### src/rtl/sret_pkg.sv
package sret_pkg;
  typedef struct packed {
    logic en;
    logic stby;
    logic held;
  } sret_state_t;

  localparam sret_state_t SRET_IDLE = '{en: 1'b0, stby: 1'b0, held: 1'b0};
endpackage

### src/rtl/sret_ctrl.sv
module sret_ctrl
  import sret_pkg::*;
(
  input  logic        clk,
  input  logic        rst,
  input  logic        en_set,
  input  logic        en_clr,
  input  logic        stby_enter,
  input  logic        wake,
  output sret_state_t st_d,
  output logic        capture,
  output logic        en_q
);
  sret_state_t st_q;

  always_comb begin
    st_d    = st_q;
    capture = 1'b0;
    if (en_clr)      st_d.en = 1'b0;
    else if (en_set) st_d.en = 1'b1;

    if (stby_enter)  st_d.stby = 1'b1;
    else if (wake)   st_d.stby = 1'b0;

    capture = stby_enter && st_d.en;
    if (!st_d.en)    st_d.held = 1'b0;
    else if (capture) st_d.held = 1'b1;
  end

  always_ff @(posedge clk) begin
    if (rst) st_q <= SRET_IDLE;
    else     st_q <= st_d;
  end

  assign en_q = st_q.en;
endmodule

### src/rtl/sret_sample.sv
module sret_sample #(
  parameter int PINS = 8
) (
  input  logic            clk,
  input  logic            rst,
  input  logic            capture,
  input  logic [PINS-1:0] pin_out,
  output logic [PINS-1:0] level_d
);
  logic [PINS-1:0] level_q;

  assign level_d = capture ? pin_out : level_q;

  always_ff @(posedge clk) begin
    if (rst) level_q <= '0;
    else     level_q <= level_d;
  end
endmodule

### src/rtl/sret_drive.sv
module sret_drive #(
  parameter int              PINS       = 8,
  parameter logic [PINS-1:0] FIXED_EXCL = '0
) (
  input  logic            clk,
  input  logic            rst,
  input  logic            held_d,
  input  logic            stby_d,
  input  logic [PINS-1:0] level_d,
  input  logic [PINS-1:0] excl_mask,
  output logic [PINS-1:0] pull_up,
  output logic [PINS-1:0] pull_dn,
  output logic [PINS-1:0] drv_off
);
  logic [PINS-1:0] keep;
  assign keep = ~(FIXED_EXCL | excl_mask);

  for (genvar i = 0; i < PINS; i++) begin : g_pin
    always_ff @(posedge clk) begin
      if (rst) begin
        pull_up[i] <= 1'b0;
        pull_dn[i] <= 1'b0;
        drv_off[i] <= 1'b0;
      end else begin
        pull_up[i] <= keep[i] && held_d && level_d[i];
        pull_dn[i] <= keep[i] && held_d && !level_d[i];
        drv_off[i] <= keep[i] && (held_d || stby_d);
      end
    end
  end
endmodule

### src/rtl/standby_io_retain.sv
module standby_io_retain #(
  parameter int              PINS       = 8,
  parameter logic [PINS-1:0] FIXED_EXCL = 8'h81
) (
  input  logic            clk,
  input  logic            rst,
  input  logic [PINS-1:0] pin_out,
  input  logic [PINS-1:0] excl_mask,
  input  logic            ret_en_set,
  input  logic            ret_en_clr,
  input  logic            standby_enter,
  input  logic            wakeup,
  output logic            ret_en,
  output logic [PINS-1:0] pull_up,
  output logic [PINS-1:0] pull_dn,
  output logic [PINS-1:0] drv_off
);
  import sret_pkg::*;

  sret_state_t     st_d;
  logic            capture;
  logic [PINS-1:0] level_d;

  sret_ctrl u_ctrl (
    .clk(clk), .rst(rst), .en_set(ret_en_set), .en_clr(ret_en_clr),
    .stby_enter(standby_enter), .wake(wakeup),
    .st_d(st_d), .capture(capture), .en_q(ret_en)
  );

  sret_sample #(.PINS(PINS)) u_sample (
    .clk(clk), .rst(rst), .capture(capture), .pin_out(pin_out),
    .level_d(level_d)
  );

  sret_drive #(.PINS(PINS), .FIXED_EXCL(FIXED_EXCL)) u_drive (
    .clk(clk), .rst(rst), .held_d(st_d.held), .stby_d(st_d.stby),
    .level_d(level_d), .excl_mask(excl_mask),
    .pull_up(pull_up), .pull_dn(pull_dn), .drv_off(drv_off)
  );
endmodule

### config.mk
export PLATFORM = sky130hd
export DESIGN_NAME = standby_io_retain
export DESIGN_NICKNAME = d
export VERILOG_FILES = /design/src/rtl/sret_pkg.sv /design/src/rtl/sret_ctrl.sv /design/src/rtl/sret_sample.sv /design/src/rtl/sret_drive.sv /design/src/rtl/standby_io_retain.sv
export SDC_FILE = /design/constraint.sdc
export NUM_CORES = 1
export LEC_CHECK = 0
export BUFFER_PORTS_ARGS = -buffer_cell sky130_fd_sc_hd__buf_2
export CORE_MARGIN = 10
export CORE_UTILIZATION = 48
export CTS_CLUSTER_DIAMETER = 80
export DETAILED_ROUTE_END_ITERATION = 12
export PLACE_DENSITY_LB_ADDON = 0.12
export SETUP_SLACK_MARGIN = 0.1
export SKIP_CTS_REPAIR_TIMING = 1
export SYNTH_ARGS = -nofsm -noshare
export SYNTH_HDL_FRONTEND = slang
export SYNTH_SLANG_ARGS = --single-unit
### constraint.sdc
create_clock -name clk -period 2 [get_ports clk]
set_clock_uncertainty 0.05 [all_clocks]
set_input_delay 0.1 -clock clk [delete_from_list [all_inputs] [get_ports clk]]
set_output_delay 0.1 -clock clk [all_outputs]
set_load 0.02 [all_outputs]
# After elaboration in Yosys (flattened, before gate mapping)
# Cells that the tools add are included.
dict set report word_totals {
  regBits 35
  output_inout_bits 25
  elab_cells 78
}
dict set report classes {
  n_mux 7
  bitwise_logic 1
  reduce_logical 42
}
# operator n
set ops {}
lappend ops {{1-bit logical AND} 33}
lappend ops {{1-bit zero test} 8}
lappend ops {{8-bit two-way mux} 1}
lappend ops {{8-bit inverter} 1}
lappend ops {{1-bit two-way mux} 6}
lappend ops {{1-bit logical OR} 1}

# Logic depth before layout (Yosys ltp)
# Gate-level depths: netlist of run 1.
dict set report logic_depth {
  word_depth 7
  ltp_mapped 5
  mapped_depth_nobuf 3
}

# By module
# Synthesis of run 1 repeated with hierarchy kept, for this count alone.
dict set report hier_totals {
  cells_unflattened 85
  hier_area_um2 1027.2
}
# module n_inst cells_each area_each_um2 seq_area_each_um2
set by_module_without_submodules {}
lappend by_module_without_submodules {sret_drive 1 46 559.3 360.3}
lappend by_module_without_submodules {sret_sample 1 25 341.6 160.2}
lappend by_module_without_submodules {sret_ctrl 1 14 126.4 60.1}

# Least setup slack after synthesis of run 1
# Ideal clock, no wire load.
dict set report synth_path {
  path_kind {register to register}
  startpoint {reg u_ctrl.st_q, in the netlist u_ctrl.en_q}
  endpoint {reg u_drive.pull_dn[2]}
  setup_ns 0.116
  arrival_time_ns 1.077
  required_time_ns 1.834
  slack_ns 0.757
  path_stages_with_launch 5
  n_path_buf 1
  cell_sequence {dfxtp_1 > o21ba_4 > buf_6 > nand3_1 > and3b_1}
}
dict set report synth_via {
  elab_chain_cells 7
  word_cells_on_any_way 9
  classes_between {mux (5); reduce/logical (4)}
}
# item line_no
set synth_rtl {}
lappend synth_rtl {{start, declared} sret_ctrl.sv:14} ;# sret_state_t st_q;
lappend synth_rtl {{start signal, assigned} sret_ctrl.sv:32} ;# else st_q <= st_d;
lappend synth_rtl {{1-bit two-way mux *} sret_ctrl.sv:20} ;# else if (en_set) st_d.en = 1'b1;
lappend synth_rtl {{1-bit two-way mux *} sret_ctrl.sv:19} ;# if (en_clr) st_d.en = 1'b0;
lappend synth_rtl {{1-bit logical AND} sret_ctrl.sv:25} ;# capture = stby_enter && st_d.en;
lappend synth_rtl {{1-bit two-way mux} sret_ctrl.sv:27} ;# else if (capture) st_d.held = 1'b1;
lappend synth_rtl {{1-bit two-way mux} sret_ctrl.sv:26} ;# if (!st_d.en) st_d.held = 1'b0;
lappend synth_rtl {{1-bit logical AND} sret_drive.sv:26} ;# pull_dn[i] <= keep[i] && held_d && !level_d[i];
lappend synth_rtl {{1-bit logical AND *} sret_drive.sv:26}
lappend synth_rtl {{end signal, assigned by index} sret_drive.sv:26}
lappend synth_rtl {{end, declared} sret_drive.sv:12} ;# output logic [PINS-1:0] pull_dn,
# Mark *: on every way between the ends. The rest lies on a longest branch, timed or not.
# A chain may end at the register's enable or synchronous reset.

# Worst setup path after layout of run 1
dict set report layout_path {
  startpoint {reg u_ctrl.st_q[0] (netlist bit)}
  endpoint {reg u_drive.pull_dn[6]}
}
dict set report layout_via {
  elab_chain_cells 4
}
# item line_no
set layout_rtl {}
lappend layout_rtl {{1-bit two-way mux} sret_ctrl.sv:27}
lappend layout_rtl {{1-bit two-way mux} sret_ctrl.sv:26}
lappend layout_rtl {{1-bit logical AND (2 in series)} sret_drive.sv:26}
# No other way between the ends.

==> flow_metrics.py, run 1 <==
metrics = {
    "drt": {
        "wl_per_cell_um": 13.8,
        "vias": 798,
        "routed_via_density": 4.84,
        "first_pass_iters": 4,
        "drc": 0,
        "drtIter0Drc": 9,
        "wl_um": 2270,
        "ant_nets": 0,
    },
    "setup_path": {
        "cp.required_ns": 2.23,
        "start_kind": "flip-flop",
        "crit_chain": "or2_0, nand3_2, and3b_1",
        "r2r_cells": 3,
        "worstPathMaxFanout": 7,
        "crit_family": "simple AND/OR/NAND/NOR gates",
        "rr_startpoint": "u_ctrl.st_q[0]",
        "worst_ep_arrival_time_ns": 1.60,
        "slowest_delay_ns": 0.48,
        "crit_slowest_cell": "or2_0",
        "end_kind": "flip-flop",
        "worst-path-stages": 3,
        "startpoint": "u_ctrl.st_q[0]",
        "worst-path-buf-inv": 0,
        "worstSetupPathType": "reg -> reg",
    },
    "finish": {
        "area_growth_pct": 23.3,
        "diodes": 0,
        "design_area_um2": 1240,
        "final_cells": 165,
        "drive_above_1_share": 0.348,
        "fin_util": 0.624,
        "fill_cells": 183,
        "nets": 161,
    },
    "floorplanning": {
        "fp.dieH_um": 65.7,
        "pin_count": 47,
        "start_util": 0.506,
        "num_rows": 16,
        "dieArea_um2": 4320,
        "die_w_um": 65.7,
        "core_area_um2": 1980,
    },
    "power_and_ir_drop": {
        "cellPowerDensity_nw_per_um2": 741,
        "cellLeakagePower_nw": 0.576,
        "finalPower_mw": 0.916,
        "vdd_drop_max_mv": 0.562,
    },
    "sta": {
        "max_slew_margin": 0.626,
        "setup_viol_count_final": 0,
        "finalCritPeriodShare": 0.681,
        "fin_tns_setup_ns": 0,
        "hold_viol": 0,
        "maxSlewViolCount": 0,
        "period_minus_slack_ns": 1.36,
        "rsz0062_at_grt": "false",
        "worst_hold_slack_ns": 0.000981,
        "layout_setup_ws_ns": 0.639,
        "tightest_slew_ns": 0.561,
        "fmaxAchievable_ghz": 0.735,
    },
    "placed_design": {
        "placed_area_um2": 1150,
        "preCtsSetupSlack_ns": 0.643,
        "gp_congestion": 0.702,
        "dp_hpwl_um": 1690,
        "io_buffers": 36,
        "place_inst": 155,
    },
    "global_routing": {
        "grt_usage": 0.102,
        "grt_antenna_before_repair": 0,
        "grt_pass1_vias": 788,
        "gr-total-overflow": 0,
        "grt_max_degree": 22,
        "grt_pass1_wl_um": 3490,
    },
    "cts": {
        "clock_sinks": 27,
        "htree_num_levels": 1,
        "clock-root-buffer": "clkbuf_4",
        "cts_tree": "done",
        "clockBufferDepth": 2,
        "clk_pin_slew_ns": 0.15,
        "cts_buffers": 3,
        "clk_latency_ns": 0.33,
    },
    "synth": {
        "synth_warnings": 0,
        "ys_seq_area_frac": 0.539,
        "avgSynthCellArea_um2": 10.2,
        "ys_types": 18,
        "syn_area_um2": 1000,
        "ys_seq_elements": 27,
        "synth_top_area_frac": 0.539,
        "synthCells": 98,
        "netlist.top_cell.by_area": "dfxtp_1",
        "synth_area_leaders": "dfxtp_1 (54%), a21oi_1 (6.5%), nand3_2 (6.0%), and3b_1 (5.2%), buf_4 (4.5%)",
    },
    "worst_hold_path": {
        "hold_class": "in -> reg",
        "worstHoldStart": "pin_out[5]",
        "hold_depth": 3,
    },
    "flow_run": {
        "maxCapViolations": 0,
    },
    "outcome": {
        "status": "finished clean",
    },
}
## state kept, by name, summed over array words and instances (netlist names)
name	count
u_ctrl.en_q	1
u_ctrl.st_q	2
u_drive.drv_off	6
u_drive.pull_dn	6
u_drive.pull_up	6
u_sample.level_q	6
## layout make-up
type	instances	area (um^2)	area share
clock inverter	1	7.51	0.00607
clock buffer	3	22.5	0.0182
inverter	2	7.51	0.00607
multi-input combinational	63	384	0.311
sequential	27	541	0.437
tap	27	33.8	0.0273
timing repair buffer	42	240	0.194
## tightest hold or removal path, cell delays in order
cell and delay (ns):
buf_2 0.10, nand3_1 0.09, a21oi_1 0.06
## per-layer routing
metal / wire length [um] / track usage / vias to the layer above
li1: - / - / 405
met1: 892 / 0.103 / 369
met2: 1200 / 0.182 / 20
met3: 148 / 0.0390 / 4
met4: 30 / 0.0401 / 0
met5: 0 / 0 / -
## synthesized netlist by cell type, drive strengths merged
cell type	instances
a221oi	1
conb	1
nor2	9
o21ai	6
nand2	1
nor3	6
o21bai	1
o21ba	1
a21oi	13
dfxtp	27
nand3	12
buf	11
or2	1
inv	2
and3b	6
## path summary, 6_finish.rpt
kind	slack, ns	endpoint
hold / removal	0.001	u_sample.level_q[5]
hold reg to reg	0.49	u_drive.pull_up[1]
setup / recovery	0.64	u_drive.pull_dn[6]
setup reg to reg	0.64	u_drive.pull_dn[6]
## report_power, final
| part | switching, mW | total [mW] | internal, mW |
|---|---|---|---|
| sequential | 0.00574 | 0.560 | 0.554 |
| combinational | 0.0751 | 0.120 | 0.0446 |
| clock | 0.160 | 0.236 | 0.0764 |
## logic make-up after synthesis
| logic type | Yosys count | share of synthesized area |
|---|---|---|
| and+or+nand+nor | 35 | 0.216 |
| other | 1 | 0.00374 |
| AOI/OAI and AO/OA | 22 | 0.145 |
| buffers and inverters | 13 | 0.0961 |
| DFF | 27 | 0.539 |
## cells in the final DEF (no fill, tap or decap), drive strengths merged
| cell type | instances |
|---|---|
| and3b | 6 |
| nand2 | 1 |
| a21oi | 13 |
| inv | 2 |
| clkinvlp | 1 |
| nand3 | 12 |
| conb | 6 |
| clkbuf | 3 |
| dlygate4sd3 | 6 |
| o21ba | 1 |
| a221oi | 1 |
| or2 | 1 |
| dfxtp | 27 |
| nor3 | 6 |
| nor2 | 9 |
| buf | 36 |
| o21bai | 1 |
| o21ai | 6 |
No activity file was read; power rests on OpenSTA's default activity.
==> run 2, diff against run 1 <==
Settings changed: CORE_UTILIZATION 48 to 40.
Clock period 2 ns to 1.1 ns, I/O delays scaled along.
==> run 2 against run 1 <==
The flow now finishes with violations (setup timing); worst hold slack improved by 0.030 ns; highest routed layer unchanged; non-clock buffer count increased by 19; critical path type unchanged; total power increased by 92%; cell count increased by 13%.
==> flow_metrics.py, run 2 (synthesis gave the netlist of run 1 again) <==
metrics = {
    "outcome": {
        "status": "complete, but fails checks",
        "violations": "setup timing",
    },
    "global_routing": {
        "grt_usage": 0.0943,
        "grt_pass1_wl_um": 3930,
        "grt_max_degree": 18,
        "grt_pass1_vias": 892,
        "grt_antenna_before_repair": 0,
        "gr-total-overflow": 0,
    },
    "setup_path": {
        "crit_family": "compound AO/OA/AOI/OAI gates",
        "startpoint": "u_ctrl.en_q",
        "regToRegEndpoint": "u_drive.drv_off[5]",
        "worstPathMaxFanout": 6,
        "start_kind": "flip-flop",
        "rr_startpoint": "u_ctrl.en_q",
        "rrSetupSlack_ns": -0.14,
        "worst-path-buf-inv": 1,
        "cp.required_ns": 1.26,
        "r2r_cells": 4,
        "worst-path-stages": 4,
        "crit_chain": "o21ba_4, a221oi_4, buf_6, nor3_1",
        "worstSetupPathType": "reg -> reg",
        "worst_ep_arrival_time_ns": 1.40,
        "crit_slowest_cell": "dfxtp_4",
        "end_kind": "flip-flop",
        "slowest_delay_ns": 0.38,
    },
    "drt": {
        "vias": 851,
        "drtIter0Drc": 20,
        "wl_per_cell_um": 12.8,
        "first_pass_iters": 3,
        "drc": 0,
        "wl_um": 2400,
        "routed_via_density": 4.55,
        "ant_nets": 0,
    },
    "floorplanning": {
        "dieArea_um2": 4910,
        "die_w_um": 70.1,
        "num_rows": 18,
        "pin_count": 47,
        "core_area_um2": 2430,
        "start_util": 0.412,
        "fp.dieH_um": 70.1,
    },
    "placed_design": {
        "dp_hpwl_um": 1840,
        "placed_area_um2": 1250,
        "gp_congestion": 0.698,
        "io_buffers": 36,
        "place_inst": 169,
    },
    "sta": {
        "rsz0062_at_grt": "true",
        "period_minus_slack_ns": 1.24,
        "fmaxAchievable_ghz": 0.805,
        "finalCritPeriodShare": 1.13,
        "hold_viol": 0,
        "setup_viol_count_final": 16,
        "maxSlewViolCount": 0,
        "fin_tns_setup_ns": -1.17,
        "layout_setup_ws_ns": -0.142,
    },
    "worst_hold_path": {
        "whs_endpoint": "u_ctrl.en_q",
        "hold_depth": 4,
        "worstHoldStart": "ret_en_clr",
        "hold_class": "in -> reg",
    },
    "finish": {
        "nets": 180,
        "area_growth_pct": 48.9,
        "drive_above_1_share": 0.465,
        "diodes": 0,
        "final_cell_mix": "buf_2 (36), dfxtp_1 (26), a21oi_1 (12), dlygate4sd3_1 (12)",
        "fill_cells": 235,
        "design_area_um2": 1490,
        "final_cells": 187,
        "layout_commonest_cell": "buf_2",
    },
    "cts": {
        "htree_num_levels": 1,
        "clk_latency_ns": 0.32,
        "cts_tree": "done",
        "clock_sinks": 27,
        "clockBufferDepth": 2,
        "clk_pin_slew_ns": 0.16,
        "cts_buffers": 3,
        "clock-root-buffer": "clkbuf_4",
    },
    "power_and_ir_drop": {
        "cellLeakagePower_nw": 0.681,
        "vdd_drop_max_mv": 0.698,
        "cellPowerDensity_nw_per_um2": 1180,
    },
    "flow_run": {
        "maxCapViolations": 0,
    },
}
-- run 2: changes by cell type in the layout (fill, tap and decap cells not counted), moves of 2 or more --
cell,delta
buf_4,+9
o21ai_1,+5
nand3_4,+2
nor3_2,+5
buf_6,+3
nand3_1,-4
dlygate4sd3_1,+6
nor3_1,-5
o21ai_0,-6
nand3_2,+2
-- run 2: how the worst max path moves through the flow --
stage | endpoint | slack [ns]
6_report | u_drive.drv_off[5] | -0.14
5_1_grt | u_drive.drv_off[6] | -0.21
4_1_cts | u_drive.drv_off[2] | -0.14
3_5_place_dp | u_drive.drv_off[2] | -0.11
3_3_place_gp | u_drive.drv_off[4] | -0.07
2_1_floorplan | u_drive.pull_dn[2] | -0.03
-- run 2: power by group --
part | switching [mW] | leakage (nW) | internal [mW]
logic | 0.167 | 0.447 | 0.144
clock network | 0.296 | 0.0139 | 0.139
registers | 0.00952 | 0.221 | 1.01
-- run 2: per-stage QoR --
step / util / hold WS (ns) / worst slack [ns] / power [mW]
floorplan: - / 0.0843 / -0.0280 / 1.20
global placement: 0.514 / 0.191 / -0.0670 / 1.28
detailed placement: 0.514 / 0.188 / -0.106 / 1.28
CTS: 0.527 / -0.163 / -0.143 / 1.71
global route: 0.614 / 0.0271 / -0.213 / 1.86
finish: 0.614 / 0.0307 / -0.142 / 1.76
-- run 2: layout make-up --
cell class                      count  area (um^2)  share of cell area
Inverter                            2         7.51             0.00503
Timing Repair Buffer               61          422               0.282
Clock inverter                      1         7.51             0.00503
Tap cell                           30         37.5              0.0251
Clock buffer                        3         22.5              0.0151
Sequential cell                    27          544               0.365
Multi-Input combinational cell     63          452               0.303
-- run 2: worst min-delay path, cell delays in order --
cell      delay (ns)
buf_2           0.09
o21bai_1        0.12
buf_4           0.11
nor2_1          0.03
-- run 2: layer usage --
layer | GRT usage | vias up | routed length, um
met1 | 0.109 | 383 | 958
li1 | - | 443 | -
met5 | 0 | - | 0
met4 | 0.0263 | 0 | 10
met2 | 0.154 | 23 | 1230
met3 | 0.0395 | 2 | 199
